File: src/rtl/nstg_pkg.sv
// Shared types and helpers for the NAND strobe sequencer.
// Assumes request type codes are fixed at three bits.
package nstg_pkg;

    localparam int CNT_W = 16;

    localparam logic [2:0] REQ_CMD   = 3'd0;
    localparam logic [2:0] REQ_ADDR  = 3'd1;
    localparam logic [2:0] REQ_WDATA = 3'd2;
    localparam logic [2:0] REQ_RDATA = 3'd3;
    localparam logic [2:0] REQ_WAIT  = 3'd4;

    typedef enum logic [2:0] {
        ST_IDLE, ST_SETUP, ST_GAP, ST_LOW, ST_HIGH, ST_HOLD, ST_BUSY
    } phase_e;

    typedef enum logic [1:0] {
        PRIOR_NONE, PRIOR_CMD, PRIOR_ADDR
    } prior_e;

    typedef struct packed {
        logic [2:0]  ce_hold;
        logic [2:0]  ce_setup;
        logic [2:0]  wr_high;
        logic [2:0]  wr_pulse;
        logic [2:0]  rd_high;
        logic [2:0]  rd_pulse;
        logic [15:0] busy;
        logic [3:0]  cmd_to_rd;
        logic [3:0]  addr_to_rd;
    } tim_fields_t;

    function automatic logic is_write_kind(input logic [2:0] t);
        return (t == REQ_CMD) || (t == REQ_ADDR) || (t == REQ_WDATA);
    endfunction

    function automatic logic is_known_kind(input logic [2:0] t);
        return t <= REQ_WAIT;
    endfunction

endpackage

File: src/rtl/nstg_timing_unpack.sv
// Splits the two packed timing words into named phase fields.
// Assumes the words are held stable while a request is in progress.
module nstg_timing_unpack
    import nstg_pkg::*;
(
    input  logic [31:0]  tim_word0,
    input  logic [31:0]  tim_word1,
    output tim_fields_t  fields
);

    logic unused_tim_bits;

    // Field extraction at the bit positions software programs.
    always_comb begin
        fields.ce_hold    = tim_word0[21:19];
        fields.ce_setup   = tim_word0[18:16];
        fields.wr_high    = tim_word0[13:11];
        fields.wr_pulse   = tim_word0[10:8];
        fields.rd_high    = tim_word0[5:3];
        fields.rd_pulse   = tim_word0[2:0];
        fields.busy       = tim_word1[31:16];
        fields.cmd_to_rd  = tim_word1[7:4];
        fields.addr_to_rd = tim_word1[3:0];
    end

    assign unused_tim_bits = ^{tim_word0[31:22], tim_word0[15:14],
                               tim_word0[7:6], tim_word1[15:8]};

endmodule

File: src/rtl/nstg_phase_timer.sv
// Down-counter that sets the length of the current phase.
// Assumes a load of n is issued on entry to a phase; expired is then
// high in the phase's last cycle, giving n+1 cycles in all.
module nstg_phase_timer #(
    parameter int W = 16
) (
    input  logic         clk,
    input  logic         rst_n,
    input  logic         load,
    input  logic [W-1:0] load_val,
    output logic         expired
);

    logic [W-1:0] cnt;

    // Count register: reload on phase entry, else step toward zero.
    always_ff @(posedge clk) begin
        if (!rst_n) begin
            cnt <= '0;
        end else if (load) begin
            cnt <= load_val;
        end else if (cnt != '0) begin
            cnt <= cnt - 1'b1;
        end
    end

    assign expired = (cnt == '0);

endmodule

File: src/rtl/nstg_gap_tracker.sv
// Remembers the kind of the previous bus cycle and works out the
// turnaround a following read must wait before re_n falls.
// Assumes strobe_done pulses once per completed command/address/data
// cycle, and that a chip-enable release or busy wait clears history.
module nstg_gap_tracker
    import nstg_pkg::*;
#(
    parameter int W = CNT_W
) (
    input  logic         clk,
    input  logic         rst_n,
    input  logic         strobe_done,
    input  logic [2:0]   done_kind,
    input  logic         clear,
    input  logic [3:0]   cmd_to_rd,
    input  logic [3:0]   addr_to_rd,
    output logic         gap_needed,
    output logic [W-1:0] gap_len
);

    prior_e prior;

    // History register of the last completed cycle kind.
    always_ff @(posedge clk) begin
        if (!rst_n) begin
            prior <= PRIOR_NONE;
        end else if (clear) begin
            prior <= PRIOR_NONE;
        end else if (strobe_done) begin
            case (done_kind)
                REQ_CMD:  prior <= PRIOR_CMD;
                REQ_ADDR: prior <= PRIOR_ADDR;
                default:  prior <= PRIOR_NONE;
            endcase
        end
    end

    // Turnaround selection from the remembered kind.
    always_comb begin
        gap_needed = (prior != PRIOR_NONE);
        case (prior)
            PRIOR_ADDR: gap_len = W'(addr_to_rd);
            PRIOR_CMD:  gap_len = W'(cmd_to_rd);
            default:    gap_len = '0;
        endcase
    end

endmodule

File: src/rtl/nstg_io_path.sv
// Data side of the bus: holds the value to drive, applies the bus
// width mask, and captures read data at the sampling strobe.
// Assumes bus_wide does not change while a request is in progress.
module nstg_io_path #(
    parameter int DW = 16
) (
    input  logic          clk,
    input  logic          rst_n,
    input  logic          bus_wide,
    input  logic          hold_wdata,
    input  logic [DW-1:0] wdata_in,
    input  logic          drive,
    input  logic          capture,
    input  logic [DW-1:0] io_in,
    output logic [DW-1:0] io_out,
    output logic          io_oe,
    output logic [DW-1:0] rd_data
);

    localparam int BYTE_W = 8;

    logic [DW-1:0] lane_mask;
    logic [DW-1:0] wdata_q;

    generate
        if (DW > BYTE_W) begin : g_wide
            assign lane_mask = {{(DW - BYTE_W){bus_wide}}, {BYTE_W{1'b1}}};
        end else begin : g_narrow
            logic unused_wide;
            assign unused_wide = bus_wide;
            assign lane_mask   = '1;
        end
    endgenerate

    // Write data holding register, loaded when a request is taken.
    always_ff @(posedge clk) begin
        if (!rst_n) begin
            wdata_q <= '0;
        end else if (hold_wdata) begin
            wdata_q <= wdata_in;
        end
    end

    // Read data register, loaded on the last read-low cycle.
    always_ff @(posedge clk) begin
        if (!rst_n) begin
            rd_data <= '0;
        end else if (capture) begin
            rd_data <= io_in & lane_mask;
        end
    end

    assign io_oe  = drive;
    assign io_out = drive ? (wdata_q & lane_mask) : '0;

endmodule

File: src/rtl/nand_strobe_gen.sv
// NAND bus strobe sequencer: runs one command, address, data or
// busy-wait request through its timed phases and pulses done.
// Assumes rb_n is already synchronous to clk and the timing words are
// static while busy. Chip-enable persists across requests until one
// marked last finishes.
module nand_strobe_gen
    import nstg_pkg::*;
#(
    parameter int DW = 16
) (
    input  logic          clk,
    input  logic          rst_n,
    input  logic [31:0]   tim_word0,
    input  logic [31:0]   tim_word1,
    input  logic          bus_wide,
    input  logic          rb_en,
    input  logic          req_valid,
    input  logic [2:0]    req_type,
    input  logic [DW-1:0] req_data,
    input  logic          req_last,
    output logic          req_ready,
    input  logic          rb_n,
    input  logic [DW-1:0] io_in,
    output logic          ce_n,
    output logic          cle,
    output logic          ale,
    output logic          we_n,
    output logic          re_n,
    output logic [DW-1:0] io_out,
    output logic          io_oe,
    output logic          done,
    output logic [DW-1:0] rd_data
);

    tim_fields_t       tf;
    phase_e            st, st_nxt;
    logic [2:0]        cur_kind;
    logic [2:0]        sel_kind;
    logic              cur_last;
    logic              ce_on;
    logic              accept;
    logic              expired;
    logic              load;
    logic [CNT_W-1:0]  load_val;
    logic [CNT_W-1:0]  low_len, high_len;
    logic              finish;
    logic              gap_needed;
    logic [CNT_W-1:0]  gap_len;
    logic              read_gap;
    logic              strobe_done;
    logic              hist_clear;
    logic              in_strobe;

    nstg_timing_unpack u_unpack (
        .tim_word0 (tim_word0),
        .tim_word1 (tim_word1),
        .fields    (tf)
    );

    nstg_phase_timer #(.W(CNT_W)) u_timer (
        .clk      (clk),
        .rst_n    (rst_n),
        .load     (load),
        .load_val (load_val),
        .expired  (expired)
    );

    nstg_gap_tracker #(.W(CNT_W)) u_gap (
        .clk         (clk),
        .rst_n       (rst_n),
        .strobe_done (strobe_done),
        .done_kind   (cur_kind),
        .clear       (hist_clear),
        .cmd_to_rd   (tf.cmd_to_rd),
        .addr_to_rd  (tf.addr_to_rd),
        .gap_needed  (gap_needed),
        .gap_len     (gap_len)
    );

    nstg_io_path #(.DW(DW)) u_io (
        .clk        (clk),
        .rst_n      (rst_n),
        .bus_wide   (bus_wide),
        .hold_wdata (accept),
        .wdata_in   (req_data),
        .drive      (in_strobe && is_write_kind(cur_kind)),
        .capture    ((st == ST_LOW) && (cur_kind == REQ_RDATA) && expired),
        .io_in      (io_in),
        .io_out     (io_out),
        .io_oe      (io_oe),
        .rd_data    (rd_data)
    );

    assign req_ready = (st == ST_IDLE);
    assign accept    = req_ready && req_valid && is_known_kind(req_type);
    assign sel_kind  = (st == ST_IDLE) ? req_type : cur_kind;
    assign read_gap  = (sel_kind == REQ_RDATA) && gap_needed;
    assign in_strobe = (st == ST_LOW) || (st == ST_HIGH);

    // Strobe-low and strobe-high lengths for the selected request kind.
    always_comb begin
        if (is_write_kind(sel_kind)) begin
            low_len  = CNT_W'(tf.wr_pulse);
            high_len = CNT_W'(tf.wr_high);
        end else begin
            low_len  = CNT_W'(tf.rd_pulse);
            high_len = CNT_W'(tf.rd_high);
        end
    end

    // Phase sequencing: next phase, its length and the completion point.
    always_comb begin
        st_nxt   = st;
        load     = 1'b0;
        load_val = '0;
        finish   = 1'b0;
        case (st)
            ST_IDLE: begin
                if (accept) begin
                    load = 1'b1;
                    if (req_type == REQ_WAIT) begin
                        st_nxt   = ST_BUSY;
                        load_val = tf.busy;
                    end else if (!ce_on) begin
                        st_nxt   = ST_SETUP;
                        load_val = CNT_W'(tf.ce_setup);
                    end else if (read_gap) begin
                        st_nxt   = ST_GAP;
                        load_val = gap_len;
                    end else begin
                        st_nxt   = ST_LOW;
                        load_val = low_len;
                    end
                end
            end
            ST_SETUP: begin
                if (expired) begin
                    load = 1'b1;
                    if (read_gap) begin
                        st_nxt   = ST_GAP;
                        load_val = gap_len;
                    end else begin
                        st_nxt   = ST_LOW;
                        load_val = low_len;
                    end
                end
            end
            ST_GAP: begin
                if (expired) begin
                    load     = 1'b1;
                    st_nxt   = ST_LOW;
                    load_val = low_len;
                end
            end
            ST_LOW: begin
                if (expired) begin
                    load     = 1'b1;
                    st_nxt   = ST_HIGH;
                    load_val = high_len;
                end
            end
            ST_HIGH: begin
                if (expired) begin
                    if (cur_last) begin
                        load     = 1'b1;
                        st_nxt   = ST_HOLD;
                        load_val = CNT_W'(tf.ce_hold);
                    end else begin
                        st_nxt = ST_IDLE;
                        finish = 1'b1;
                    end
                end
            end
            ST_HOLD: begin
                if (expired) begin
                    st_nxt = ST_IDLE;
                    finish = 1'b1;
                end
            end
            ST_BUSY: begin
                if (rb_en ? rb_n : expired) begin
                    st_nxt = ST_IDLE;
                    finish = 1'b1;
                end
            end
            default: st_nxt = ST_IDLE;
        endcase
    end

    assign strobe_done = (st == ST_HIGH) && expired;
    assign hist_clear  = ((st == ST_HOLD) && expired) || ((st == ST_BUSY) && finish);

    // Phase state register.
    always_ff @(posedge clk) begin
        if (!rst_n) begin
            st <= ST_IDLE;
        end else begin
            st <= st_nxt;
        end
    end

    // Request capture: kind and last flag held for the whole sequence.
    always_ff @(posedge clk) begin
        if (!rst_n) begin
            cur_kind <= REQ_CMD;
            cur_last <= 1'b0;
        end else if (accept) begin
            cur_kind <= req_type;
            cur_last <= req_last;
        end
    end

    // Chip-enable state: taken at setup entry, dropped when hold ends.
    always_ff @(posedge clk) begin
        if (!rst_n) begin
            ce_on <= 1'b0;
        end else if ((st == ST_IDLE) && (st_nxt == ST_SETUP)) begin
            ce_on <= 1'b1;
        end else if ((st == ST_HOLD) && expired) begin
            ce_on <= 1'b0;
        end
    end

    // Completion pulse, registered one cycle after the final phase.
    always_ff @(posedge clk) begin
        if (!rst_n) begin
            done <= 1'b0;
        end else begin
            done <= finish;
        end
    end

    // Pin decode from the current phase.
    always_comb begin
        ce_n = !ce_on;
        we_n = !((st == ST_LOW) && is_write_kind(cur_kind));
        re_n = !((st == ST_LOW) && (cur_kind == REQ_RDATA));
        cle  = in_strobe && (cur_kind == REQ_CMD);
        ale  = in_strobe && (cur_kind == REQ_ADDR);
    end

endmodule

File: config.mk
export PLATFORM = sky130hd
export DESIGN_NAME = nand_strobe_gen
export DESIGN_NICKNAME = d
export VERILOG_FILES = /design/src/rtl/nstg_pkg.sv /design/src/rtl/nstg_timing_unpack.sv /design/src/rtl/nstg_phase_timer.sv /design/src/rtl/nstg_gap_tracker.sv /design/src/rtl/nstg_io_path.sv /design/src/rtl/nand_strobe_gen.sv
export SDC_FILE = /design/constraint.sdc
export NUM_CORES = 1
export LEC_CHECK = 0
export BUFFER_PORTS_ARGS = -buffer_cell sky130_fd_sc_hd__buf_2
export CORE_AREA = 2 2 90 92
export DETAILED_ROUTE_END_ITERATION = 6
export DIE_AREA = 0 0 92 94
export HOLD_SLACK_MARGIN = 0.03
export PLACE_DENSITY = 0.78
export REMOVE_ABC_BUFFERS = 1
export SLEW_MARGIN = 0
export SYNTH_ARGS = -nofsm -noshare
export SYNTH_HDL_FRONTEND = slang
export SYNTH_SLANG_ARGS = --single-unit
File: constraint.sdc
create_clock -name clk -period 2.25 [get_ports clk]
set_input_delay 0.225 -clock clk [delete_from_list [all_inputs] [get_ports clk]]
set_output_delay 0.225 -clock clk [all_outputs]
set_load 0.05 [all_outputs]
==> results of run 1 <==
-- final timing paths --
kind / startpoint / to / cells past startpoint
max: st[0]$_SDFF_PN0_ / u_timer.cnt[2]$_SDFFE_PN0P_ / 7
min: tim_word1[20] / u_timer.cnt[4]$_SDFFE_PN0P_ / 3
max reg2reg: st[0]$_SDFF_PN0_ / u_timer.cnt[2]$_SDFFE_PN0P_ / 7
min reg2reg: u_io.rd_data[0]$_SDFFE_PN0P_ / u_io.rd_data[0]$_SDFFE_PN0P_ / 2
-- worst max-delay path: cells and delay by family, from the launching register on --
kind	cells	cell delay, ns
DFF	1	0.32
buffers and inverters	1	0.07
AOI/OAI and AO/OA	1	0.28
muxes	2	0.54
and+or+nand+nor	3	0.87
-- state kept, by name (all words and copies together) (netlist names) --
name,flops
u_timer.cnt,16
u_io.wdata_q,16
cur_kind,3
u_io.rd_data,16
ce_on,1
cur_last,1
done,1
u_gap.prior,2
st,3
-- final cells by class --
class | count | area (sq um)
Clock buffer | 10 | 138
Clock inverter | 5 | 53.8
Fill cell | 723 | 3220
Inverter | 10 | 42.5
Multi-Input combinational cell | 334 | 1970
Sequential cell | 59 | 1180
Tap cell | 102 | 128
Timing Repair Buffer | 147 | 863
-- per-layer routing --
layer | track usage, % | share of wire, % | up-vias
met5 | 0 | 0 | -
met4 | 8.46 | 1.6 | 0
met3 | 4.33 | 6.9 | 14
met2 | 39.0 | 50 | 148
met1 | 28.1 | 41 | 1687
li1 | - | - | 1774
-- cells by family (layout without fill, tap and decap cells) --
logic type	after synthesis	count (layout)	share of synthesized area (%)
compound gates	110	110	21.4
mux	9	9	2.93
flops	59	59	36.4
buf+inv	34	172	4.40
fa+ha+maj	5	5	1.93
xor+xnor	13	13	3.51
simple gates	197	197	29.4
-- cells in the final DEF (no fill, tap or decap), types with 11 or more instances in the layout --
master,synthesis,layout
and3_1,15,15
buf_4,1,27
a21oi_1,49,49
nor3_1,12,11
nand3_1,15,15
a22oi_1,11,11
nor2_1,34,33
buf_2,5,107
dfxtp_1,59,57
nand2_1,80,79
-- synthesized netlist by cell type (2+ instances only) --
cell and number:
o22ai_1 2, a22oi_1 11, buf_2 5, a22o_1 3, a31oi_1 4, a211o_1 2, o211ai_1 3, xor2_1 7
or3b_1 2, or3_1 5, nor3b_1 3, inv_1 9, nand2_1 80, nor4_2 2, o2bb2ai_1 3, nand3_1 15
o21ai_0 10, xnor2_1 6, and2_1 10, dfxtp_1 59, nor4_1 3, nor3_1 12, ha_1 5, o211a_1 3
and3_1 15, nor2_1 34, nand2b_1 2, o21ai_1 4, clkbuf_1 18, mux2i_1 7, o31a_1 3, nor2b_1 6
nand4_1 2, o22a_1 2, a21oi_1 49
-- per-stage QoR --
step / util [%] / setup WS (ns) / total power (uW)
detailed placement: 53.6 / -0.0208 / 3420
global placement: 53.6 / 0.0256 / 3340
global route: 57.6 / -0.00599 / 4790
finish: 57.6 / 0.0692 / 4480
floorplan: - / -0.686 / 2790
CTS: 56.3 / 0.0139 / 4390
-- report_power, final --
part           switching [uW]  internal [uW]  total [uW]
clock                     417            531         948
sequential                182           1220        1400
combinational            1200            929        2130
-- what timing repair did --
action | 4_1_cts | 5_1_grt
pin swaps | 0 | 1
resized for setup | 1 | 41
endpoints found under the setup margin | 1 | 53
==> flow_summary.toml, run 1 <==
[sta]
relSlewSlack_pct = 67.1
fmax_mhz = 459
skew_ns = 0.00926
hold_viol = 0
holdWs_ns = 0.127
layout_min_cycle_time_ns = 2.18
tns_ns = 0
rsz0062_at_grt = "true"
setup_viol = 0
slew_violations = 0
fin_crit_sh_pct = 96.9
tightest_slew_ns = 0.489

[place]
port_buffers = 123
placed_cell_area_sq_um = 4080
hpwl_um = 7260
place_inst = 652
place_congestion = 0.894

[yosys]
yosys_warnings = 0
ys_ff_latch = 59
async_reset_ff_share_pct = 0
synth_top_cell_by_area = "dfxtp_1"
synth_ff_type = "dfxtp_1"
synth.area.top_cells = "dfxtp_1, nand2_1, a21oi_1"
synth_top_area_share_pct = 36.4
synth_area_sq_um = 3240
avgSynthCellArea_sq_um = 7.60
synth-edff-count = 0
synth_cell_type_count = 56
seq_area_frac_synth_pct = 36.4
syn_inst = 427

[clock_network]
clockRootBuffer = "clkbuf_8"
cts_inserted_buffers = 9
clk_latency_ns = 0.33
post_cts_buffers = 0
postCtsHoldBufs = 0
cts_tree = "yes"
h-tree-depth = 3
clk_pin_slew_ns = 0.07
clock-sinks = 59
cts_max_path_buffers = 2

[power]
cellLeakagePower_uw = 0.00196
powerDensity_nw_per_um2 = 1020
ir_drop_v = 0.000473

[drt]
antenna_left = 0
drtIter0Drc = 246
num_vias = 3623
detail_route.wl_per_cell_um = 14.6
vias_per_cell = 5.43
finalWirelength_um = 9740
firstDrtPassIters = 6
drcViolationCount = 0

[die]
rows = 32
die_area_sq_um = 8650
die_h_um = 94
boundaryPins = 146
start_util_pct = 42.6
die_w_um = 92
coreArea_sq_um = 7610

[critical_path]
critical_path.slowest_cell = "or3_4"
reg2reg_setup_slack_ns = 0.07
startpoint_type = "flip-flop"
critical-path-max-stage-delay_ns = 0.42
critPathMaxFanout = 3
cp.arrival_ns = 2.41
path_class = "flip-flop to flip-flop"
cp_cell_sequence = "or3_4, clkinv_4, mux2i_4, mux2i_1, nor2_1, or3_1, o31a_1"
required_ns = 2.48
worst_setup_path_end_kind = "flip-flop"

[global_routing]
overflow = 0
grt_max_degree = 37
grt_pass1_wl_um = 15700
grt_pass1_vias = 3464
grt_util_all_layers_pct = 22.6
antenna_found_initial = 0

[finish]
drive_gt1_share_pct = 31.7
area_growth_pct = 35.1
antenna_cells = 0
fin_nets = 672
stdcell_area_sq_um = 4380
fin_cells = 667

[status]
status = "finished, final reports clean"

[min_path]
holdCritPathClass = "primary input to flip-flop"

[flow_run]
max_cap_violations = 0
Note: power is estimated with default switching activity, not from simulation.
==> run 2, diff against run 1 <==
--- a/constraint.sdc
+++ b/constraint.sdc
@@ -3,2 +3,2 @@
 set_output_delay 0.225 -clock clk [all_outputs]
-set_load 0.05 [all_outputs]
+set_load 0.005 [all_outputs]
==> run 2 against run 1 <==
  * Clock power grew 16%
  * Critical path depth did not move
  * Setup slack worse by 0.037 ns
  * Final cell count is the same
  * Non-clock buffer count is 1 lower
  * Clock skew increased by 0.0048 ns
  * Die area stayed put
  * First-iteration DRC count down 12%
  * Largest power group unchanged
  * Core utilization is 0.46 points lower
  * Wire length decreased by 0.12%
==> flow_summary.toml, run 2 (synthesized netlist as in run 1, its figures left out) <==
[power]
p_total_uw = 4510
cellLeakagePower_uw = 0.00197
powerDensity_nw_per_um2 = 1040
ir_drop_v = 0.000462

[critical_path]
r2r_cells = 7
critPathMaxFanout = 3
cp.arrival_ns = 2.45
startpoint_type = "flip-flop"
cp-startpoint = "st[1]$_SDFF_PN0_"
reg2reg_from = "st[1]$_SDFF_PN0_"
r2r-end = "u_timer.cnt[2]$_SDFFE_PN0P_"
worst_setup_path_end_kind = "flip-flop"
reg2reg_setup_slack_ns = 0.03
path_class = "flip-flop to flip-flop"
required_ns = 2.48
endpoint = "u_timer.cnt[2]$_SDFFE_PN0P_"

[die]
boundaryPins = 146
die_w_um = 92
start_util_pct = 42.6
die_h_um = 94
coreArea_sq_um = 7610
rows = 32
die_area_sq_um = 8650

[clock_network]
postCtsHoldBufs = 0
cts_max_path_buffers = 2
clk_pin_slew_ns = 0.08
cts_inserted_buffers = 9
clock-sinks = 59
cts_tree = "yes"
h-tree-depth = 3
clockRootBuffer = "clkbuf_8"
clk_latency_ns = 0.34

[finish]
fin_util_pct = 57.2
layout_common_cells = "buf_2, nand2_1, dfxtp_1, a21oi_1, nor2_1"
stdcell_area_sq_um = 4350
final_common_cell = "buf_2"
area_growth_pct = 34.1
largest_registers = "u_io.rd_data: 16 flops, u_io.wdata_q: 16 flops, u_timer.cnt: 16 flops"
fin_nets = 671
fin_cells = 667
drive_gt1_share_pct = 31.3
antenna_cells = 0

[global_routing]
grt_pass1_wl_um = 15800
antenna_found_initial = 0
grt_pass1_vias = 3428
grt_max_degree = 37
overflow = 0
grt_util_all_layers_pct = 22.4

[drt]
firstDrtPassIters = 5
vias_per_cell = 5.45
drtIter0Drc = 217
detail_route.wl_per_cell_um = 14.6
drcViolationCount = 0
antenna_left = 0
finalWirelength_um = 9720
num_vias = 3636

[sta]
rsz0062_at_grt = "true"
tightest_slew_ns = 0.570
relSlewSlack_pct = 61.6
setup_viol = 0
hold_viol = 0
skew_ns = 0.0141
slew_violations = 0
fmax_mhz = 451
final.setup.worst_slack_ns = 0.0321
fin_crit_sh_pct = 98.6
layout_min_cycle_time_ns = 2.22

[place]
place_congestion = 0.887
place_inst = 650
port_buffers = 123
preCtsSetupSlack_ns = -0.0361
placed_cell_area_sq_um = 4060
hpwl_um = 7080

[status]
status = "finished, final reports clean"

[flow_run]
max_cap_violations = 0

[min_path]
holdCritPathClass = "primary input to flip-flop"
==> run 2: layer usage <==
metal / up-vias / GRT usage, % / share of wire [%]
li1: 1766 / - / -
met1: 1695 / 28.9 / 42
met2: 150 / 37.8 / 49
met3: 25 / 3.21 / 6.3
met4: 0 / 9.33 / 2.4
met5: - / 0 / 0
==> run 2: worst min-delay path by stage <==
stage                            startpoint                            end  slack (ns)  depth (start not counted)
6_report                       req_data[13]  u_io.wdata_q[13]$_SDFFE_PN0N_        0.12                          3
5_1_grt                        req_data[13]  u_io.wdata_q[13]$_SDFFE_PN0N_        0.12                          3
4_1_cts                            io_in[4]   u_io.rd_data[4]$_SDFFE_PN0P_        0.11                          3
3_5_place_dp   u_io.rd_data[1]$_SDFFE_PN0P_   u_io.rd_data[1]$_SDFFE_PN0P_        0.44                          2
3_3_place_gp   u_io.wdata_q[2]$_SDFFE_PN0N_   u_io.wdata_q[2]$_SDFFE_PN0N_        0.43                          2
2_1_floorplan                         rst_n    u_timer.cnt[1]$_SDFFE_PN0P_        0.35                          1
==> run 2: metrics by stage <==
| stage | setup TNS, ns | hold WS, ns |
|---|---|---|
| final | 0 | 0.117 |
| after global routing | -0.0779 | 0.119 |
| after CTS | 0 | 0.108 |
| after detailed placement | -0.0361 | 0.441 |
| after global placement | 0 | 0.434 |
| after floorplan | -0.165 | 0.353 |
==> run 2: critical path, stage by stage (launching register included) <==
cell	delay [ns]
dfxtp_2	0.32
or3_4	0.42
clkinv_4	0.07
mux2i_4	0.30
mux2i_2	0.27
nor2_1	0.06
or3_1	0.38
o31a_1	0.29
==> run 2: timing repair <==
action	4_1_cts	5_1_grt
pin swaps	0	2
gates resized for setup	1	12
endpoints found under the hold margin	0	0
setup buffers	0	1
setup endpoints to repair	1	54
==> run 2: report_power, final <==
group / leakage (uW) / switching (uW) / internal (uW)
Clock: 0.000117 / 443 / 655
Sequential: 0.000481 / 180 / 1220
Combinational: 0.00138 / 1100 / 907
==> run 2: layout make-up <==
class	instances	area, sq um
fillers	698	3260
multi-input cells	334	1970
flip-flops and latches	59	1180
repair buffers	146	805
clock buffers	10	138
well taps	102	128
clock inverters	6	87.6
inverters	10	42.5
